### src/rtl/burst_addr_pkg.sv
package burst_addr_pkg;

    typedef enum logic [1:0] {
        OP_HOLD  = 2'd0,
        OP_STEP  = 2'd1,
        OP_LOAD  = 2'd2,
        OP_CLEAR = 2'd3
    } addr_op_e;

    typedef struct packed {
        logic clear_n;
        logic strobe_n;
        logic step_en_n;
    } ctl_pins_t;

    // Fixed priority: clear, then strobe, then count enable.
    function automatic addr_op_e pick_op(input ctl_pins_t c);
        if (!c.clear_n)
            return OP_CLEAR;
        else if (!c.strobe_n)
            return OP_LOAD;
        else if (!c.step_en_n)
            return OP_STEP;
        else
            return OP_HOLD;
    endfunction

endpackage

### src/rtl/burst_op_decode.sv
module burst_op_decode
    import burst_addr_pkg::*;
(
    input  ctl_pins_t ctl_i,
    output addr_op_e  op_o
);

    always_comb begin
        op_o = pick_op(ctl_i);
    end

endmodule

### src/rtl/burst_addr_reg.sv
module burst_addr_reg
    import burst_addr_pkg::*;
#(
    parameter int ADDR_W = 15
) (
    input  logic              clk,
    input  logic              rst,
    input  addr_op_e          op_i,
    input  logic [ADDR_W-1:0] ext_addr_i,
    output logic [ADDR_W-1:0] addr_o
);

    localparam logic [ADDR_W-1:0] ONE = ADDR_W'(1);

    logic [ADDR_W-1:0] addr_q;
    logic [ADDR_W-1:0] addr_d;

    always_comb begin
        unique case (op_i)
            OP_CLEAR: addr_d = '0;
            OP_LOAD:  addr_d = ext_addr_i;
            OP_STEP:  addr_d = addr_q + ONE;
            default:  addr_d = addr_q;
        endcase
    end

    always_ff @(posedge clk) begin
        if (rst)
            addr_q <= '0;
        else
            addr_q <= addr_d;
    end

    assign addr_o = addr_q;

    AST_WRAP_TO_ZERO: assert property (@(posedge clk) disable iff (rst)
        (op_i == OP_STEP && addr_q == '1) |=> (addr_q == '0));

endmodule

### src/rtl/burst_readback.sv
module burst_readback #(
    parameter int ADDR_W = 15,
    parameter int DATA_W = 36
) (
    input  logic              clk,
    input  logic              rst,
    input  logic              readback_n,
    input  logic [ADDR_W-1:0] addr_i,
    output logic [DATA_W-1:0] data_o,
    output logic              oe_o
);

    logic              sel_q;
    logic [DATA_W-1:0] wide;

    always_ff @(posedge clk) begin
        if (rst)
            sel_q <= 1'b0;
        else
            sel_q <= ~readback_n;
    end

    always_comb begin
        wide = '0;
        wide[ADDR_W-1:0] = addr_i;
    end

    assign oe_o   = sel_q;
    assign data_o = sel_q ? wide : '0;

    AST_RB_OFF: assert property (@(posedge clk) disable iff (rst)
        readback_n |=> (!oe_o && data_o == '0));

    AST_RB_ON: assert property (@(posedge clk) disable iff (rst)
        !readback_n |=> (oe_o && data_o[ADDR_W-1:0] == addr_i));

endmodule

### src/rtl/burst_addr_unit.sv
module burst_addr_unit
    import burst_addr_pkg::*;
#(
    parameter int ADDR_W = 15,
    parameter int DATA_W = 36
) (
    input  logic              clk,
    input  logic              rst,
    input  logic [ADDR_W-1:0] ext_addr_i,
    input  logic              strobe_n,
    input  logic              step_en_n,
    input  logic              clear_n,
    input  logic              readback_n,
    output logic [ADDR_W-1:0] addr_o,
    output logic [DATA_W-1:0] readback_data_o,
    output logic              readback_oe_o
);

    localparam logic [ADDR_W-1:0] ONE = ADDR_W'(1);

    ctl_pins_t ctl;
    addr_op_e  op;

    assign ctl = '{clear_n: clear_n, strobe_n: strobe_n, step_en_n: step_en_n};

    burst_op_decode u_decode (
        .ctl_i (ctl),
        .op_o  (op)
    );

    burst_addr_reg #(.ADDR_W(ADDR_W)) u_reg (
        .clk        (clk),
        .rst        (rst),
        .op_i       (op),
        .ext_addr_i (ext_addr_i),
        .addr_o     (addr_o)
    );

    burst_readback #(.ADDR_W(ADDR_W), .DATA_W(DATA_W)) u_rb (
        .clk        (clk),
        .rst        (rst),
        .readback_n (readback_n),
        .addr_i     (addr_o),
        .data_o     (readback_data_o),
        .oe_o       (readback_oe_o)
    );

    AST_RESET_STATE: assert property (@(posedge clk)
        rst |=> (addr_o == '0 && !readback_oe_o));

    AST_CLEAR_WINS: assert property (@(posedge clk) disable iff (rst)
        !clear_n |=> (addr_o == '0));

    AST_LOAD_EXT: assert property (@(posedge clk) disable iff (rst)
        (clear_n && !strobe_n) |=> (addr_o == $past(ext_addr_i)));

    AST_STEP_ONE: assert property (@(posedge clk) disable iff (rst)
        (clear_n && strobe_n && !step_en_n) |=> (addr_o == $past(addr_o) + ONE));

    AST_HOLD_ADDR: assert property (@(posedge clk) disable iff (rst)
        (clear_n && strobe_n && step_en_n) |=> $stable(addr_o));

endmodule

### config.mk
export PLATFORM = sky130hd
export DESIGN_NAME = burst_addr_unit
export DESIGN_NICKNAME = d
export VERILOG_FILES = /design/src/rtl/burst_addr_pkg.sv /design/src/rtl/burst_op_decode.sv /design/src/rtl/burst_addr_reg.sv /design/src/rtl/burst_readback.sv /design/src/rtl/burst_addr_unit.sv
export SDC_FILE = /design/constraint.sdc
export NUM_CORES = 1
export LEC_CHECK = 0
export BUFFER_PORTS_ARGS = -buffer_cell sky130_fd_sc_hd__buf_4
export CAP_MARGIN = 10
export CORE_ASPECT_RATIO = 0.5
export CORE_UTILIZATION = 42
export CTS_BUF_LIST = sky130_fd_sc_hd__clkbuf_4
export DETAILED_ROUTE_END_ITERATION = 8
export GPL_TIMING_DRIVEN = 0
export MAX_ROUTING_LAYER = met4
export PLACE_DENSITY = 0.78
export SETUP_SLACK_MARGIN = 0.1
export SYNTH_ARGS = -nofsm -noshare
export SYNTH_HDL_FRONTEND = slang
export SYNTH_HIERARCHICAL = 1
export SYNTH_SLANG_ARGS = --single-unit
### constraint.sdc
create_clock -name clk -period 1.63 [get_ports clk]
set_input_delay 0.163 -clock clk [delete_from_list [all_inputs] [get_ports clk]]
set_output_delay 0.163 -clock clk [all_outputs]
set_load 0.03 [all_outputs]
## Yosys cells after proc, flatten, opt, wreduce, memory -nomap -nowiden

Index checks and enable logic that the tools add are counted.

- Add/subtract/negate cells: 1
- $mul: 0
- Div/mod/pow operators: 0
- $lt $le $gt $ge: 0
- Eq/ne operators: 3
- Shift-type cells: 0
- Mux-type cells: 5
- Bitwise gates (word level): 1
- Reduce and logical (&&, ||, !) cells: 1

Operator list:

| kind | count |
|---|---|
| case mux 15 bit (3 select lines) | 1 |
| adder 15 x 1 -> 15 bit (second input constant) | 1 |
| 2-to-1 mux 15 bit | 1 |
| equality test 2 bit (second input constant) | 2 |
| 2-to-1 mux 2 bit | 2 |
| nonzero test 3 bit | 1 |
| equality test 2 x 1 -> 1 bit (second input constant) | 1 |
| 2-to-1 mux 1 bit | 1 |
| inverter 1 bit | 1 |

- Flip-flop bits (word level): 16
- Latch bits: 0
- Bits in writable memories: 0
- ROM bits: 0
- Output and inout bits: 52
- Memories kept: 0

## Depth between registers and ports, before layout

Gate-level depths: netlist (run 1).

- Depth after elaboration: 5
- Gate-level depth with buffers: 10

## Modules after synthesis

The synthesis (run 1) kept the hierarchy.

Modules (own cells, without submodules):

| module | times used | cells an instance | area an instance (um2) | seq. area each (um2) |
|---|---|---|---|---|
| burst_addr_reg | 1 | 135 | 1083.5 | 300.3 |
| burst_readback | 1 | 40 | 304.0 | 20.0 |
| burst_op_decode | 1 | 3 | 16.3 | 0.0 |

## Least setup slack after synthesis (run 1)

OpenSTA, ideal clock, no wires.

- Kind: register to register
- From: reg u_reg.addr_q[0] (netlist: u_reg/addr_o[0])
- To: reg u_reg.addr_q[14] (netlist: u_reg/addr_o[14])
- Arrival time: 1.759 ns
- Required time: 1.556 ns
- Setup slack: -0.203 ns
- Stages on the path, launching flop included: 6
- Path buffers: 0
- Clock period less this slack: 1.833 ns
- Cells stage by stage: dfxtp_1 > ha_1 > and4_2 > nand2_1 > or4_1 > a31oi_1

- Longest elaborated chain between the ends: 2

Ends and longest elaborated chain:

| element | line | text |
|---|---|---|
| start: declaration | burst_addr_reg.sv:15 | `logic [ADDR_W-1:0] addr_q;` |
| start signal: assignment | burst_addr_reg.sv:31 | `addr_q <= addr_d;` |
| adder 15 x 1 -> 15 bit | burst_addr_reg.sv:22 | `OP_STEP: addr_d = addr_q + ONE;` |
| case mux 15 bit (3 select lines) | burst_addr_reg.sv:19 | `unique case (op_i)` |

No other way between the ends.
A chain may end at the register's enable or synchronous reset.

## Worst setup path after layout (run 1)

- From: reg u_reg.addr_q[9] (netlist: u_reg/addr_o[9])
- To: reg u_reg.addr_q[14] (netlist: u_reg/addr_o[14])

Same word-level chain as after synthesis.

==> impl_metrics.env, run 1 <==
export IMPL_cp_cell_sequence="and3_2 -> nand3_2 -> or4_1 -> a31oi_1"
export IMPL_seq_area_frac_synth_pct=22.8
export IMPL_num_rows=14
export IMPL_cts_sinks=16
export IMPL_cp_slowest_stage_delay_ps=560
export IMPL_num_antenna_cells=0
export IMPL_drt_initial_drc_count=136
export IMPL_async_flop_share_pct=0
export IMPL_synth_edff_count=0
export IMPL_syn_area_per_cell_um2=7.89
export IMPL_ys_flop_type="dfxtp_1"
export IMPL_arrival_ps=1790
export IMPL_htree_levels=1
export IMPL_synth_seq_cells=16
export IMPL_synth_area_top_cells="dfxtp_1, buf_4, and2_2"
export IMPL_routed_wl_um=4510
export IMPL_drc=0
export IMPL_placed_cell_area_um2=1980
export IMPL_viasPerCell=5.18
export IMPL_dp_hpwl_um=3030
export IMPL_clkTransAtPathRegs_ps=110
export IMPL_hold_path_class="in -> reg"
export IMPL_tns_ps=0
export IMPL_cts_tree="done"
export IMPL_start_util_pct=45.5
export IMPL_fin_area_um2=2240
export IMPL_wl_per_cell_um=14.2
export IMPL_postRouteAntennaNets=0
export IMPL_fin_util_pct=72.6
export IMPL_grt_pass1_vias=1410
export IMPL_netlist_area_um2=1400
export IMPL_worst_setup_path_end_kind="register"
export IMPL_gr_usage_all_layers_pct=24.3
export IMPL_setup_viol=0
export IMPL_first_pass_iters=5
export IMPL_slew_headroom_pct=65.3
export IMPL_p_per_area_nw_per_um2=458
export IMPL_clk_path_buf_depth=2
export IMPL_cts_root_buf="clkbuf_4"
export IMPL_status="completed"
export IMPL_grt_max_degree=11
export IMPL_fmax_mhz=642
export IMPL_synthDistinctLibCells=46
export IMPL_placedCellCount=289
export IMPL_cap_violations=0
export IMPL_fill_cells=239
export IMPL_globalplace_congestion=0.898
export IMPL_die_y_um=42.9
export IMPL_synth_most_common_cell="buf_4"
export IMPL_rsz0062_at_grt="true"
export IMPL_dieWidth_um=83.8
export IMPL_fin_crit_sh_pct=95.5
export IMPL_cp_start_kind="register"
export IMPL_numCtsBuffers=3
export IMPL_fin_cells=319
export IMPL_fin_crit_ps=1560
export IMPL_pin_count=73
export IMPL_yosys_area_top_type_share_pct=22.8
export IMPL_grt_pass1_wl_um=6700
export IMPL_dieArea_um2=3590
export IMPL_slew_viol_final=0
export IMPL_skew_ps=14.7
export IMPL_nets=305
export IMPL_num_vias=1654
export IMPL_synthCells=178
export IMPL_portBuffers=51
export IMPL_slowest_stage="or4_1"
export IMPL_ys_warn_count=6
export IMPL_hold_viol_final=0
export IMPL_ir_worst_vdd_mv=0.303
export IMPL_cp_required_ps=1860
export IMPL_critPathKind="reg -> reg"
export IMPL_p_leak_nw=1.07
export IMPL_netlist_top_cells_count="buf_4, dfxtp_1, nand2_1"
export IMPL_synth_largest_area_cell="dfxtp_1"
export IMPL_core_um2=3080
export IMPL_antenna_found_initial=0
export IMPL_drive_above_1_share_pct=52.0
export IMPL_crit_fanout=8
export IMPL_worst_slew_pin_slew_ps=520
export IMPL_grt_ovfl_total=0
export IMPL_area_delta_synth_final_pct=59.4
export IMPL_clkLatencyLatePin_ps=310
==> worst paths after layout <==
check,start,to,slack [ps],cells past startpoint
min,rst,u_rb/oe_o,10,2
min reg2reg,u_reg/addr_o[10],u_reg/addr_o[10],540,2
max reg2reg,u_reg/addr_o[9],u_reg/addr_o[14],70,4
max,u_reg/addr_o[9],u_reg/addr_o[14],70,4
==> report_power, final <==
part	internal [mW]	switching (mW)
logic	0.160	0.203
registers	0.389	0.0180
clock network	0.112	0.142
==> stage by stage <==
stage | total power, mW | hold WS, ps | setup slack (ps)
detailed placement | 0.738 | 320 | -261
finish | 1.02 | 14.6 | 73.0
global route | 1.08 | 6.23 | 30.9
global placement | 0.733 | 322 | -222
floorplan | 0.644 | 230 | 88.0
CTS | 0.994 | 8.30 | 83.7
==> flip-flops by register name (all words and copies together), names as in the netlist <==
register and count:
u_reg/addr_o 15, u_rb/oe_o 1
==> worst max-delay path, delay by kind of cell (launching register included) <==
family,cells,cell delay (ps)
flops,1,400
compound gates,1,220
simple gates,3,870
==> placed cells by master (no fill, tap or decap), types with 2 or more instances in the layout <==
cell,count
a21boi_0,2
nand2b_1,5
buf_6,4
nor4_1,2
and2_2,11
nand4_1,7
a32o_1,2
nor2_1,8
o21ai_0,6
and2_1,4
ha_1,2
clkbuf_2,4
xnor2_1,2
a21oi_1,10
conb_1,21
nand2_1,14
nor3_1,3
ha_4,2
inv_1,5
clkbuf_4,4
a311oi_1,3
dfxtp_4,11
a22oi_1,7
buf_4,97
and3_2,2
nand3_1,5
o22ai_1,3
or4_1,2
dfxtp_1,5
==> metal layers <==
metal	wire length, µm	vias up	track usage (%)
li1	-	805	-
met1	1950	746	31.5
met2	2060	97	39.3
met3	458	6	6.61
met4	44	0	3.05
met5	0	-	-
==> kinds of logic (layout without fill, tap and decap cells) <==
group / after synthesis / in the layout / share of synthesized area [%]
multiplexers: 1 / 1 / 0.713
AND/OR/NAND/NOR: 76 / 76 / 32.6
buffers and inverters: 37 / 118 / 18.4
XOR/XNOR: 3 / 3 / 1.87
flip-flops: 16 / 16 / 22.8
other: 1 / 21 / 0.267
AO/OA/AOI/OAI: 40 / 40 / 19.8
adder cells (fa/ha/maj): 4 / 4 / 3.57
==> layout make-up <==
type,count,area (µm²),share of cell area [%]
multi-input combinational,145,936,41.8
timing repair buffer,78,598,26.7
sequential,16,362,16.2
buffer,31,243,10.9
tap,40,50.0,2.24
clock buffer,4,30.0,1.34
inverter,5,18.8,0.839
==> what timing repair did <==
action,4_1_cts,5_1_grt
hold endpoints to repair,1,0
gates cloned,0,0
pin swaps,2,6
buffers inserted,4,22
setup endpoints to repair,7,9
hold buffers,1,0
gates resized for setup,2,7
Note: power is estimated with default switching activity, not from simulation.
==> inputs of run 2 (changes only) <==
--- a/config.mk
+++ b/config.mk
@@ -8,12 +8,12 @@
 export BUFFER_PORTS_ARGS = -buffer_cell sky130_fd_sc_hd__buf_4
 export CAP_MARGIN = 10
 export CORE_ASPECT_RATIO = 0.5
-export CORE_UTILIZATION = 42
+export CORE_UTILIZATION = 47
 export CTS_BUF_LIST = sky130_fd_sc_hd__clkbuf_4
 export DETAILED_ROUTE_END_ITERATION = 8
 export GPL_TIMING_DRIVEN = 0
 export MAX_ROUTING_LAYER = met4
-export PLACE_DENSITY = 0.78
+export PLACE_DENSITY = 0.83
 export SETUP_SLACK_MARGIN = 0.1
 export SYNTH_ARGS = -nofsm -noshare
 export SYNTH_HDL_FRONTEND = slang
==> constraint.sdc (replaced) <==
create_clock -name clk -period 1.6 [get_ports clk]
set_input_delay 0.16 -clock clk [delete_from_list [all_inputs] [get_ports clk]]
set_output_delay 0.16 -clock clk [all_outputs]
set_load 0.03 [all_outputs]
==> run 2 against run 1 <==
Net effect: sequential power is 2% higher; non-clock buffer count down 2; flip-flop and latch count did not move; clock-buffer cell count is the same; maximum frequency up 3.9%; hold slack improved by 1.8 ps; combinational power increased by 3%; clock power barely moved; worst setup slack better by 28 ps; sequential share of layout area down 0.079 points; core utilization up 10 points; die area is 10% lower; largest cell class unchanged; largest power group unchanged.
==> impl_metrics.env, run 2 (synthesis results as in run 1) <==
export IMPL_p_per_area_nw_per_um2=460
export IMPL_crit_fanout=3
export IMPL_num_rows=13
export IMPL_core_um2=2720
export IMPL_fill_cells=179
export IMPL_cts_root_buf="clkbuf_4"
export IMPL_grt_pass1_wl_um=6910
export IMPL_die_y_um=40.6
export IMPL_first_pass_iters=5
export IMPL_num_vias=1742
export IMPL_drt_initial_drc_count=194
export IMPL_p_leak_nw=1.07
export IMPL_cp_slowest_stage_delay_ps=510
export IMPL_cap_violations=0
export IMPL_total_power_mw=1.04
export IMPL_portBuffers=51
export IMPL_grt_pass1_vias=1432
export IMPL_rsz0062_at_grt="true"
export IMPL_cp_start_kind="register"
export IMPL_worst_setup_path_end_kind="register"
export IMPL_hold_path_class="in -> reg"
export IMPL_num_antenna_cells=0
export IMPL_status="completed"
export IMPL_drive_above_1_share_pct=53.8
export IMPL_nets=303
export IMPL_pin_count=73
export IMPL_clkTransAtPathRegs_ps=100
export IMPL_postRouteAntennaNets=0
export IMPL_hold_viol_final=0
export IMPL_antenna_found_initial=0
export IMPL_setup_viol=0
export IMPL_fmax_mhz=667
export IMPL_slowest_stage="or4_4"
export IMPL_skew_ps=4.33
export IMPL_final_common_cell="buf_4"
export IMPL_grt_max_degree=11
export IMPL_start_util_pct=51.7
export IMPL_clk_path_buf_depth=2
export IMPL_htree_levels=1
export IMPL_slew_viol_final=0
export IMPL_numCtsBuffers=3
export IMPL_dieWidth_um=79.3
export IMPL_grt_ovfl_total=0
export IMPL_worst_slew_pin_slew_ps=581
export IMPL_routed_wl_um=4830
export IMPL_fin_crit_ps=1500
export IMPL_wl_per_cell_um=15.4
export IMPL_viasPerCell=5.55
export IMPL_cts_sinks=16
export IMPL_drc=0
export IMPL_area_delta_synth_final_pct=60.7
export IMPL_cp_cell_sequence="and4_1 -> buf_6 -> nand3_4 -> or4_4 -> o221ai_2"
export IMPL_fin_crit_sh_pct=93.7
export IMPL_hold_slack_ps=16.4
export IMPL_arrival_ps=1730
export IMPL_ir_worst_vdd_mv=0.360
export IMPL_largest_reg_flops=15
export IMPL_dp_hpwl_um=3140
export IMPL_slew_headroom_pct=61.3
export IMPL_cts_tree="done"
export IMPL_dieArea_um2=3220
export IMPL_cp_required_ps=1830
export IMPL_gr_usage_all_layers_pct=30.6
export IMPL_critPathKind="reg -> reg"
export IMPL_tns_ps=0
export IMPL_clkLatencyLatePin_ps=300
export IMPL_final_cell_mix="buf_4, conb_1, nand2_1"
export IMPL_globalplace_congestion=0.923
-- run 2: critical path, delay by kind of cell (launching register included) --
kind / cells / cell delay, ps
buffers and inverters: 1 / 120
AND/OR/NAND/NOR: 3 / 780
AO/OA/AOI/OAI: 1 / 160
flip-flops: 1 / 380
-- run 2: metrics by stage --
step	util [%]	cells	setup WS [ps]	instance area [µm²]
5_1_grt	83.0	314	41.3	2260
3_5_place_dp	72.7	286	-316	1970
3_3_place_gp	72.7	286	-251	1970
6_report	83.0	314	101	2260
4_1_cts	78.8	306	95.8	2140
2_1_floorplan	-	198	65.8	1550
-- run 2: worst paths after layout --
path	start	to	slack [ps]	cells after the start
max	u_reg/addr_o[0]	u_reg/addr_o[13]	100	5
min	rst	u_rb/oe_o	20	2
max reg2reg	u_reg/addr_o[0]	u_reg/addr_o[13]	100	5
min reg2reg	u_reg/addr_o[10]	u_reg/addr_o[10]	560	2
-- run 2: final cells by class --
class / count / area (µm²) / share of cell area [%]
Buffer: 31 / 243 / 10.8
Clock buffer: 4 / 30.0 / 1.33
Inverter: 5 / 18.8 / 0.832
Multi-Input combinational cell: 145 / 970 / 43.0
Sequential cell: 16 / 363 / 16.1
Tap cell: 37 / 46.3 / 2.05
Timing Repair Buffer: 76 / 586 / 26.0
-- run 2: layer usage --
| metal | share of wire [%] | track usage [%] | up-vias |
|---|---|---|---|
| li1 | - | - | 800 |
| met1 | 39 | 36.6 | 786 |
| met3 | 11 | 5.56 | 27 |
| met4 | 3.9 | 17.3 | 0 |
| met2 | 46 | 51.5 | 129 |
| met5 | 0 | - | - |
-- run 2: power by group --
group / switching, mW / internal (mW) / leakage [nW]
Sequential: 0.0174 / 0.396 / 0.139
Clock: 0.137 / 0.114 / 0.0184
Combinational: 0.213 / 0.160 / 0.916
-- run 2: timing repair --
item	CTS	global route
hold endpoints to repair	1	0
gates resized for setup	5	11
pin swaps	5	10
hold buffers	1	0
buffers inserted	16	8
endpoints found under the setup margin	10	8
==> inputs of run 3 (changes only) <==
--- a/config.mk
+++ b/config.mk
@@ -13,7 +13,7 @@
 export DETAILED_ROUTE_END_ITERATION = 8
 export GPL_TIMING_DRIVEN = 0
 export MAX_ROUTING_LAYER = met4
-export PLACE_DENSITY = 0.83
+export PLACE_DENSITY = 0.9
 export SETUP_SLACK_MARGIN = 0.1
 export SYNTH_ARGS = -nofsm -noshare
 export SYNTH_HDL_FRONTEND = slang
==> run 3 against run 2 <==
Net effect: clock power decreased by 8%; routed wire length grew 3.6%; via count shrank 1.3%; register-to-register slack lost 30 ps; combinational power is essentially flat; flip-flop and latch count unchanged; largest power group unchanged.
==> impl_metrics.env, run 3 (synthesis results as in run 1) <==
export IMPL_die_y_um=40.6
export IMPL_drc=0
export IMPL_critPathKind="reg -> reg"
export IMPL_p_per_area_nw_per_um2=462
export IMPL_cp_required_ps=1830
export IMPL_placed_cell_area_um2=1970
export IMPL_routed_wl_um=5000
export IMPL_fmax_mhz=655
export IMPL_worst_setup_path_end_kind="register"
export IMPL_viasPerCell=5.49
export IMPL_arrival_ps=1750
export IMPL_fin_util_pct=81.3
export IMPL_clkLatencyLatePin_ps=300
export IMPL_fin_crit_ps=1530
export IMPL_num_antenna_cells=0
export IMPL_cts_sinks=16
export IMPL_htree_levels=1
export IMPL_hold_path_class="in -> reg"
export IMPL_crit_fanout=5
export IMPL_grt_ovfl_total=0
export IMPL_numCtsBuffers=3
export IMPL_slowest_stage="dfxtp_4"
export IMPL_pin_count=73
export IMPL_first_pass_iters=5
export IMPL_cts_root_buf="clkbuf_4"
export IMPL_globalplace_congestion=0.927
export IMPL_wl_per_cell_um=16.0
export IMPL_num_rows=13
export IMPL_gr_usage_all_layers_pct=30.4
export IMPL_hold_viol_final=0
export IMPL_p_leak_nw=1.06
export IMPL_placedCellCount=286
export IMPL_nets=302
export IMPL_whs_path_depth=3
export IMPL_final_cell_mix="buf_4, conb_1, nand2_1"
export IMPL_cts_tree="done"
export IMPL_cp_start_kind="register"
export IMPL_cp_cell_sequence="ha_4 -> and4_4 -> nand2_4 -> or4_1 -> a31oi_1"
export IMPL_slew_viol_final=0
export IMPL_tns_ps=0
export IMPL_start_util_pct=51.7
export IMPL_core_um2=2720
export IMPL_grt_max_degree=11
export IMPL_slew_headroom_pct=60.5
export IMPL_largest_reg_flops=15
export IMPL_fin_cells=313
export IMPL_status="completed"
export IMPL_ir_worst_vdd_mv=0.294
export IMPL_portBuffers=51
export IMPL_skew_ps=4.32
export IMPL_drt_initial_drc_count=147
export IMPL_cap_violations=0
export IMPL_dp_hpwl_um=3200
export IMPL_setup_viol=0
export IMPL_grt_pass1_wl_um=6800
export IMPL_drive_above_1_share_pct=51.1
export IMPL_clk_path_buf_depth=2
export IMPL_grt_pass1_vias=1407
export IMPL_fin_crit_sh_pct=95.4
export IMPL_reg2reg_depth=5
export IMPL_num_vias=1719
export IMPL_dieWidth_um=79.3
export IMPL_antenna_found_initial=0
export IMPL_dieArea_um2=3220
export IMPL_postRouteAntennaNets=0
export IMPL_clkTransAtPathRegs_ps=100
export IMPL_worst_slew_pin_slew_ps=593
export IMPL_total_power_mw=1.02
export IMPL_final_common_cell="buf_4"
export IMPL_area_delta_synth_final_pct=57.2
export IMPL_rsz0062_at_grt="true"
export IMPL_fin_area_um2=2210
export IMPL_cp_slowest_stage_delay_ps=400
[run 3: worst max-delay path: cells and delay by family (launching register included)]
kind	cells	cell delay [ps]
fa+ha+maj	1	170
compound gates	1	160
flops	1	400
simple gates	3	710
[run 3: layer usage]
metal | vias to the layer above | part of all wire [%] | track usage, %
met5 | - | 0 | -
met4 | 0 | 3.2 | 11.4
met3 | 26 | 12 | 8.67
met2 | 137 | 44 | 50.6
met1 | 759 | 40 | 36.3
li1 | 797 | - | -
[run 3: final timing paths]
kind,start,to,slack [ps]
worst max register to register,u_reg/addr_o[0],u_reg/addr_o[14],70
worst max-delay path,u_reg/addr_o[0],u_reg/addr_o[14],70
worst min-delay path,ext_addr_i[11],u_reg/addr_o[11],130
worst min register to register,u_reg/addr_o[14],u_reg/addr_o[14],580
[run 3: through the flow]
| step | worst slack (ps) | hold slack, ps |
|---|---|---|
| 4_1_cts | 51.3 | 116 |
| 2_1_floorplan | 65.8 | 227 |
| 3_3_place_gp | -229 | 317 |
| 3_5_place_dp | -274 | 318 |
| 5_1_grt | 51.5 | 120 |
| 6_report | 73.9 | 134 |
[run 3: cell type report]
class | count | area [µm²]
well taps | 37 | 46.3
inverters | 5 | 18.8
clock buffers | 3 | 22.5
repair buffers | 75 | 568
multi-input cells | 145 | 943
plain buffers | 31 | 243
clock inverters | 1 | 3.75
flip-flops and latches | 16 | 362
fillers | 191 | 509
[run 3: where the power goes]
group	switching, mW	leakage, nW	internal (mW)	total (mW)
clock	0.141	0.0154	0.0910	0.232
sequential	0.0160	0.138	0.396	0.412
combinational	0.216	0.906	0.158	0.375
total	0.374	1.06	0.646	1.02
[run 3: what timing repair did]
action                     in CTS  in global routing
hold endpoints to repair        1                  0
setup buffers                  15                  7
gates resized for setup         5                  4
setup endpoints to repair       7                  5
gates cloned                    0                  0
hold buffers                    2                  0
pin swaps                       4                  8
